$ cat src/rtl/mux_bus_seq.sv
module mux_bus_seq #(
  parameter int AW = 20,
  parameter int DW = 16
) (
  input  logic          clk,
  input  logic          rst_n,
  input  logic          req_valid,
  input  logic [2:0]    req_kind,
  input  logic [AW-1:0] req_addr,
  input  logic          req_word,
  input  logic [DW-1:0] req_wdata,
  input  logic          no_ready_mode,
  input  logic [1:0]    wait_cnt,
  output logic          req_accept,
  input  logic          bus_ready,
  input  logic [DW-1:0] ad_in,
  output logic [DW-1:0] ad_out,
  output logic          ad_oe,
  output logic [AW-DW-1:0] addr_hi,
  output logic [2:0]    stat_n,
  output logic          ale,
  output logic          rd_n,
  output logic          wr_n,
  output logic          den_n,
  output logic          bhe_n,
  output logic          done,
  output logic [DW-1:0] rd_data
);
  localparam int HB = DW / 2;

  typedef enum logic [2:0] {PH_IDLE, PH_T1, PH_T2, PH_T3, PH_T4} phase_t;

  phase_t        ph;
  logic [2:0]    kind_q;
  logic [AW-1:0] addr_q;
  logic          word_q, split_q, half2_q, ign_q;
  logic [DW-1:0] wdata_q, rd_q;
  logic [1:0]    wc_q, wleft;

  wire refresh = (kind_q == 3'b111);
  wire is_rd   = (kind_q == 3'b001) || (kind_q == 3'b100) || (kind_q == 3'b101) || refresh;
  wire is_wr   = (kind_q == 3'b010) || (kind_q == 3'b110);
  wire is_den  = is_rd || is_wr || (kind_q == 3'b000);
  wire mid     = (ph == PH_T2) || (ph == PH_T3);
  wire active  = (ph == PH_T1) || mid;
  wire a0      = refresh ? 1'b1 : addr_q[0];
  wire full_w  = word_q && !split_q && !refresh;
  wire lane_hi = refresh ? 1'b0 : (full_w ? 1'b1 : addr_q[0]);

  wire [HB-1:0] bval   = half2_q ? wdata_q[DW-1:HB] : wdata_q[HB-1:0];
  wire [DW-1:0] wr_bus = full_w ? wdata_q :
                         addr_q[0] ? {bval, {HB{1'b0}}} : {{HB{1'b0}}, bval};
  wire advance = ign_q ? (wleft == 2'd0) : bus_ready;

  assign req_accept = (ph == PH_IDLE);
  assign stat_n  = active ? (refresh ? 3'b101 : kind_q) : 3'b111;
  assign ale     = (ph == PH_T1);
  assign addr_hi = (ph == PH_T1) ? addr_q[AW-1:DW] : '0;
  assign rd_n    = !(mid && is_rd);
  assign wr_n    = !(mid && is_wr);
  assign den_n   = !(mid && is_den);
  assign bhe_n   = active ? !lane_hi : 1'b1;
  assign ad_oe   = (ph == PH_T1) || (mid && is_wr);
  assign ad_out  = (ph == PH_T1) ? {addr_q[DW-1:1], a0} : wr_bus;
  assign done    = (ph == PH_T4) && (!split_q || half2_q);
  assign rd_data = rd_q;

  always_ff @(posedge clk or negedge rst_n) begin
    if (!rst_n) begin
      ph      <= PH_IDLE;
      kind_q  <= 3'b011;
      addr_q  <= '0;
      word_q  <= 1'b0;
      split_q <= 1'b0;
      half2_q <= 1'b0;
      ign_q   <= 1'b0;
      wdata_q <= '0;
      rd_q    <= '0;
      wc_q    <= '0;
      wleft   <= '0;
    end else begin
      unique case (ph)
        PH_IDLE: if (req_valid) begin
          ph      <= PH_T1;
          kind_q  <= req_kind;
          addr_q  <= req_addr;
          word_q  <= req_word;
          split_q <= req_word && req_addr[0] && (req_kind != 3'b111);
          half2_q <= 1'b0;
          ign_q   <= no_ready_mode;
          wc_q    <= wait_cnt;
          wdata_q <= req_wdata;
        end
        PH_T1: ph <= PH_T2;
        PH_T2: begin
          ph    <= PH_T3;
          wleft <= wc_q;
        end
        PH_T3: begin
          if (advance) begin
            ph <= PH_T4;
            if (half2_q)        rd_q[DW-1:HB] <= ad_in[HB-1:0];
            else if (full_w)    rd_q <= ad_in;
            else if (addr_q[0]) rd_q <= {{HB{1'b0}}, ad_in[DW-1:HB]};
            else                rd_q <= {{HB{1'b0}}, ad_in[HB-1:0]};
          end else if (ign_q) begin
            wleft <= wleft - 2'd1;
          end
        end
        PH_T4: begin
          if (split_q && !half2_q) begin
            half2_q <= 1'b1;
            addr_q  <= addr_q + 1'b1;
            ph      <= PH_T1;
          end else begin
            ph <= PH_IDLE;
          end
        end
        default: ph <= PH_IDLE;
      endcase
    end
  end
endmodule

$ cat config.mk
export PLATFORM = sky130hd
export DESIGN_NAME = mux_bus_seq
export DESIGN_NICKNAME = d
export VERILOG_FILES = /design/src/rtl/mux_bus_seq.sv
export SDC_FILE = /design/constraint.sdc
export NUM_CORES = 1
export LEC_CHECK = 0
export ABC_AREA = 1
export BUFFER_PORTS_ARGS = -buffer_cell sky130_fd_sc_hd__buf_2
export CAP_MARGIN = 20
export CORE_MARGIN = 5
export CORE_UTILIZATION = 45
export CTS_CLUSTER_SIZE = 20
export DETAILED_ROUTE_END_ITERATION = 10
export GPL_TIMING_DRIVEN = 1
export PLACE_DENSITY = 0.7
export SLEW_MARGIN = 25
export SYNTH_ARGS = -nofsm -noshare
export SYNTH_HDL_FRONTEND = slang
export SYNTH_SLANG_ARGS = --single-unit
$ cat constraint.sdc
create_clock -name clk -period 2.7 [get_ports clk]
set_input_delay 0.27 -clock clk [delete_from_list [all_inputs] [get_ports clk]]
set_output_delay 0.27 -clock clk [all_outputs]
set_load 0.005 [all_outputs]
==> impl_metrics.tcl <==
set metrics [dict create \
    worst-path-max-fanout 17 \
    die_height_um 104.2 \
    synth_seq_area_share 0.4139 \
    worstSetupStartpoint "kind_q[1]" \
    critPathCaptureType "output port" \
    fmax_mhz 407.1 \
    ys_async_sr_fraction 1.000 \
    synthesis.area_per_instance_um2 7.011 \
    number_of_global_route_vias_before_repair 3973 \
    cts_sinks 66 \
    io_buffers 109 \
    ys.warnings.count 0 \
    post_synth_num_cell_types 38 \
    grt_antenna_before_repair 0 \
    gate_count_after_technology_mapping 570 \
    num-fill-cells 861 \
    finalMaxSlewViolations 0 \
    grt_setup_unrepaired "no" \
    ys_ff_latch 66 \
    placementRows 34 \
    cts.reportedPaths.clkPinSlew_ns 0.08 \
    firstDrtPassIters 5 \
    antenna_diodes 0 \
    power.density_nw_per_um2 1219 \
    post_drt_antenna_nets 0 \
    grt_overflow 0 \
    cts_htree_levels 3 \
    critical_path_class "reg -> out" \
    post-route-min-period_ns 2.456 \
    place.detailed.hpwl_um 8560 \
    tns_ns 0 \
    worst-endpoint-required_ns 2.43 \
    finalSetupViolations 0 \
    worstPathArrival_ns 2.19 \
    post_synth_instance_area_um2 3996 \
    final_layout_size_suffix_gt1_frac 0.2412 \
    master_cell_of_the_clock_root_buffer "clkbuf_8" \
    worst_pin_slew_ns 0.7694 \
    drc_errors 0 \
    syn2layout_area_growth_pct 20.04 \
    drt_first_iter_violations 214 \
    synth_ff_type "dfrtp_1" \
    synth_enable_flop_cells 0 \
    largest_area_contributor_in_the_netlist "dfrtp_1" \
    floorplan.die_area_um2 10860 \
    first_pass_grt_wire_length_um 19180 \
    synth.top_cell.area_share 0.4008 \
    min_delay_path_depth 3 \
    most_used_standard_cells_in_the_synthesized_netlist "nand2_1 (180), nor2_1 (70), dfrtp_1 (64), o21ai_0 (50), inv_1 (44)" \
    tritoncts.num_buffers 9 \
    leakage_nw 2.409 \
    timing_hold_violations_final 0 \
    floorplan.core_area_um2 8678 \
    gp_routability_congestion 0.8575 \
    tritoncts "yes" \
    run_status "finished, final reports clean" \
    vdd_ir_drop_max_uv 436.7 \
    dpl.cell_count 771 \
    i_o_pin_cnt 110 \
    timing.final.crit_share 0.9097 \
    holdCritStartpoint "req_wdata[2]" \
    clock-skew-final_ns 0.01376 \
    cts-root-to-sink-buffers 2 \
    synth.net_count 635 \
    routedWlPerCell_um 14.65 \
    max_cap_viol_count 0 \
    worst_skew_pair.late_latency_ns 0.35 \
    grt.total_usage 0.2143 \
    finished_layout_cells 788 \
    nets 740 \
    synth.top_cells.by_area "dfrtp_1 (40%), nand2_1 (17%), nor2_1 (6.6%)" \
    timing.slew.headroom 0.4871 \
    timing.hold.worst.class "in -> reg" \
    initial_core_util 0.4605 \
    fp.dieW_um 104.2 \
    worstRegToRegCells 8 \
    pin_count_of_the_biggest_net_entering_global_routing 38 \
    rr_startpoint "half2_q" \
    yosysMostFrequentCell "nand2_1" \
    cp-start-kind "flip-flop" \
    route.final.wire_length_um 11550 \
    final_core_util 0.5528 \
    dr_total_vias 4117 \
    route.detailed.vias_per_inst 5.225 \
]
==> routing by layer <==
layer,GRT usage,up-vias,share of wire
met4,0.07678,0,0.019
met1,0.2926,1875,0.45
li1,-,2059,-
met5,0,-,0
met2,0.3329,163,0.45
met3,0.04966,20,0.078
==> cell usage in the layout, fill, tap and decap left out, types with 4 or more instances in the layout <==
master / Yosys / routed
dfrtp_1: 64 / 64
buf_2: 8 / 109
or2_2: 8 / 8
o21ai_0: 50 / 50
o21a_1: 4 / 4
o211ai_1: 12 / 12
nand2_1: 180 / 179
nand3_1: 34 / 34
a21oi_1: 19 / 19
clkbuf_8: 0 / 10
buf_4: 8 / 7
inv_2: 6 / 6
inv_1: 44 / 44
o21ai_1: 11 / 11
o22ai_1: 5 / 5
a31oi_1: 9 / 9
nor2_1: 70 / 70
nand2_2: 4 / 5
==> worst max-delay path: stages (launching register included) <==
cell     delay, ns
dfstp_2       0.56
nand3_2       0.14
nand2_2       0.23
nand2_2       0.27
o22ai_1       0.22
inv_1         0.05
o21ai_0       0.21
buf_2         0.16
==> cells by family after synthesis <==
kind of cell             after synthesis  synth area share
adder cells (fa/ha/maj)                2          0.006261
AO/OA/AOI/OAI                        115            0.1631
flip-flops                            66            0.4139
XOR/XNOR                               3          0.006576
buffers and inverters                 75           0.08641
AND/OR/NAND/NOR                      309            0.3237
==> layout make-up <==
class	instances	area [µm²]	area share
Multi-Input combinational cell	429	1999	0.4168
Sequential cell	66	1654	0.3448
Timing Repair Buffer	117	608.1	0.1268
Inverter	52	196.4	0.04095
Clock buffer	10	137.6	0.02869
Tap cell	108	135.1	0.02817
Clock inverter	6	66.31	0.01382
==> registers in the layout, indices dropped and copies added, names as in the netlist <==
name,flops
split_q,1
word_q,1
wleft,2
wc_q,2
rd_data,16
ph,3
wdata_q,16
addr_q,20
half2_q,1
ign_q,1
kind_q,3
==> repair_timing <==
| action | 4_1_cts | 5_1_grt |
|---|---|---|
| gates resized for setup | 0 | 1 |
| hold endpoints to repair | 25 | 0 |
| setup buffers | 0 | 0 |
| endpoints found under the setup margin | 0 | 3 |
| hold buffers | 1 | 0 |
==> power breakdown <==
part	switching (mW)	internal, mW
registers	0.455	1.48
clock network	0.410	0.451
logic	1.90	1.15
==> per-stage QoR <==
step,cell area (µm²),hold slack [ns],worst slack (ns),power (mW)
6_report,4797,0.1126,0.2439,5.848
5_1_grt,4797,0.1147,0.09958,6.385
4_1_cts,4795,0.09959,0.08813,5.853
3_5_place_dp,4581,0.3568,0.4958,4.975
3_3_place_gp,4581,0.3452,0.5627,4.889
2_1_floorplan,3996,-0.02559,1.094,3.867
==> worst paths after layout <==
check	end	slack, ns
setup / recovery	ad_out[10]	0.24
hold / removal	wdata_q[2]	0.11
setup reg to reg	addr_q[12]	0.70
hold reg to reg	wc_q[1]	0.48
max in group asynchronous	ign_q	1.42
min in group asynchronous	addr_q[1]	0.50
Note: power is estimated with default switching activity, not from simulation.
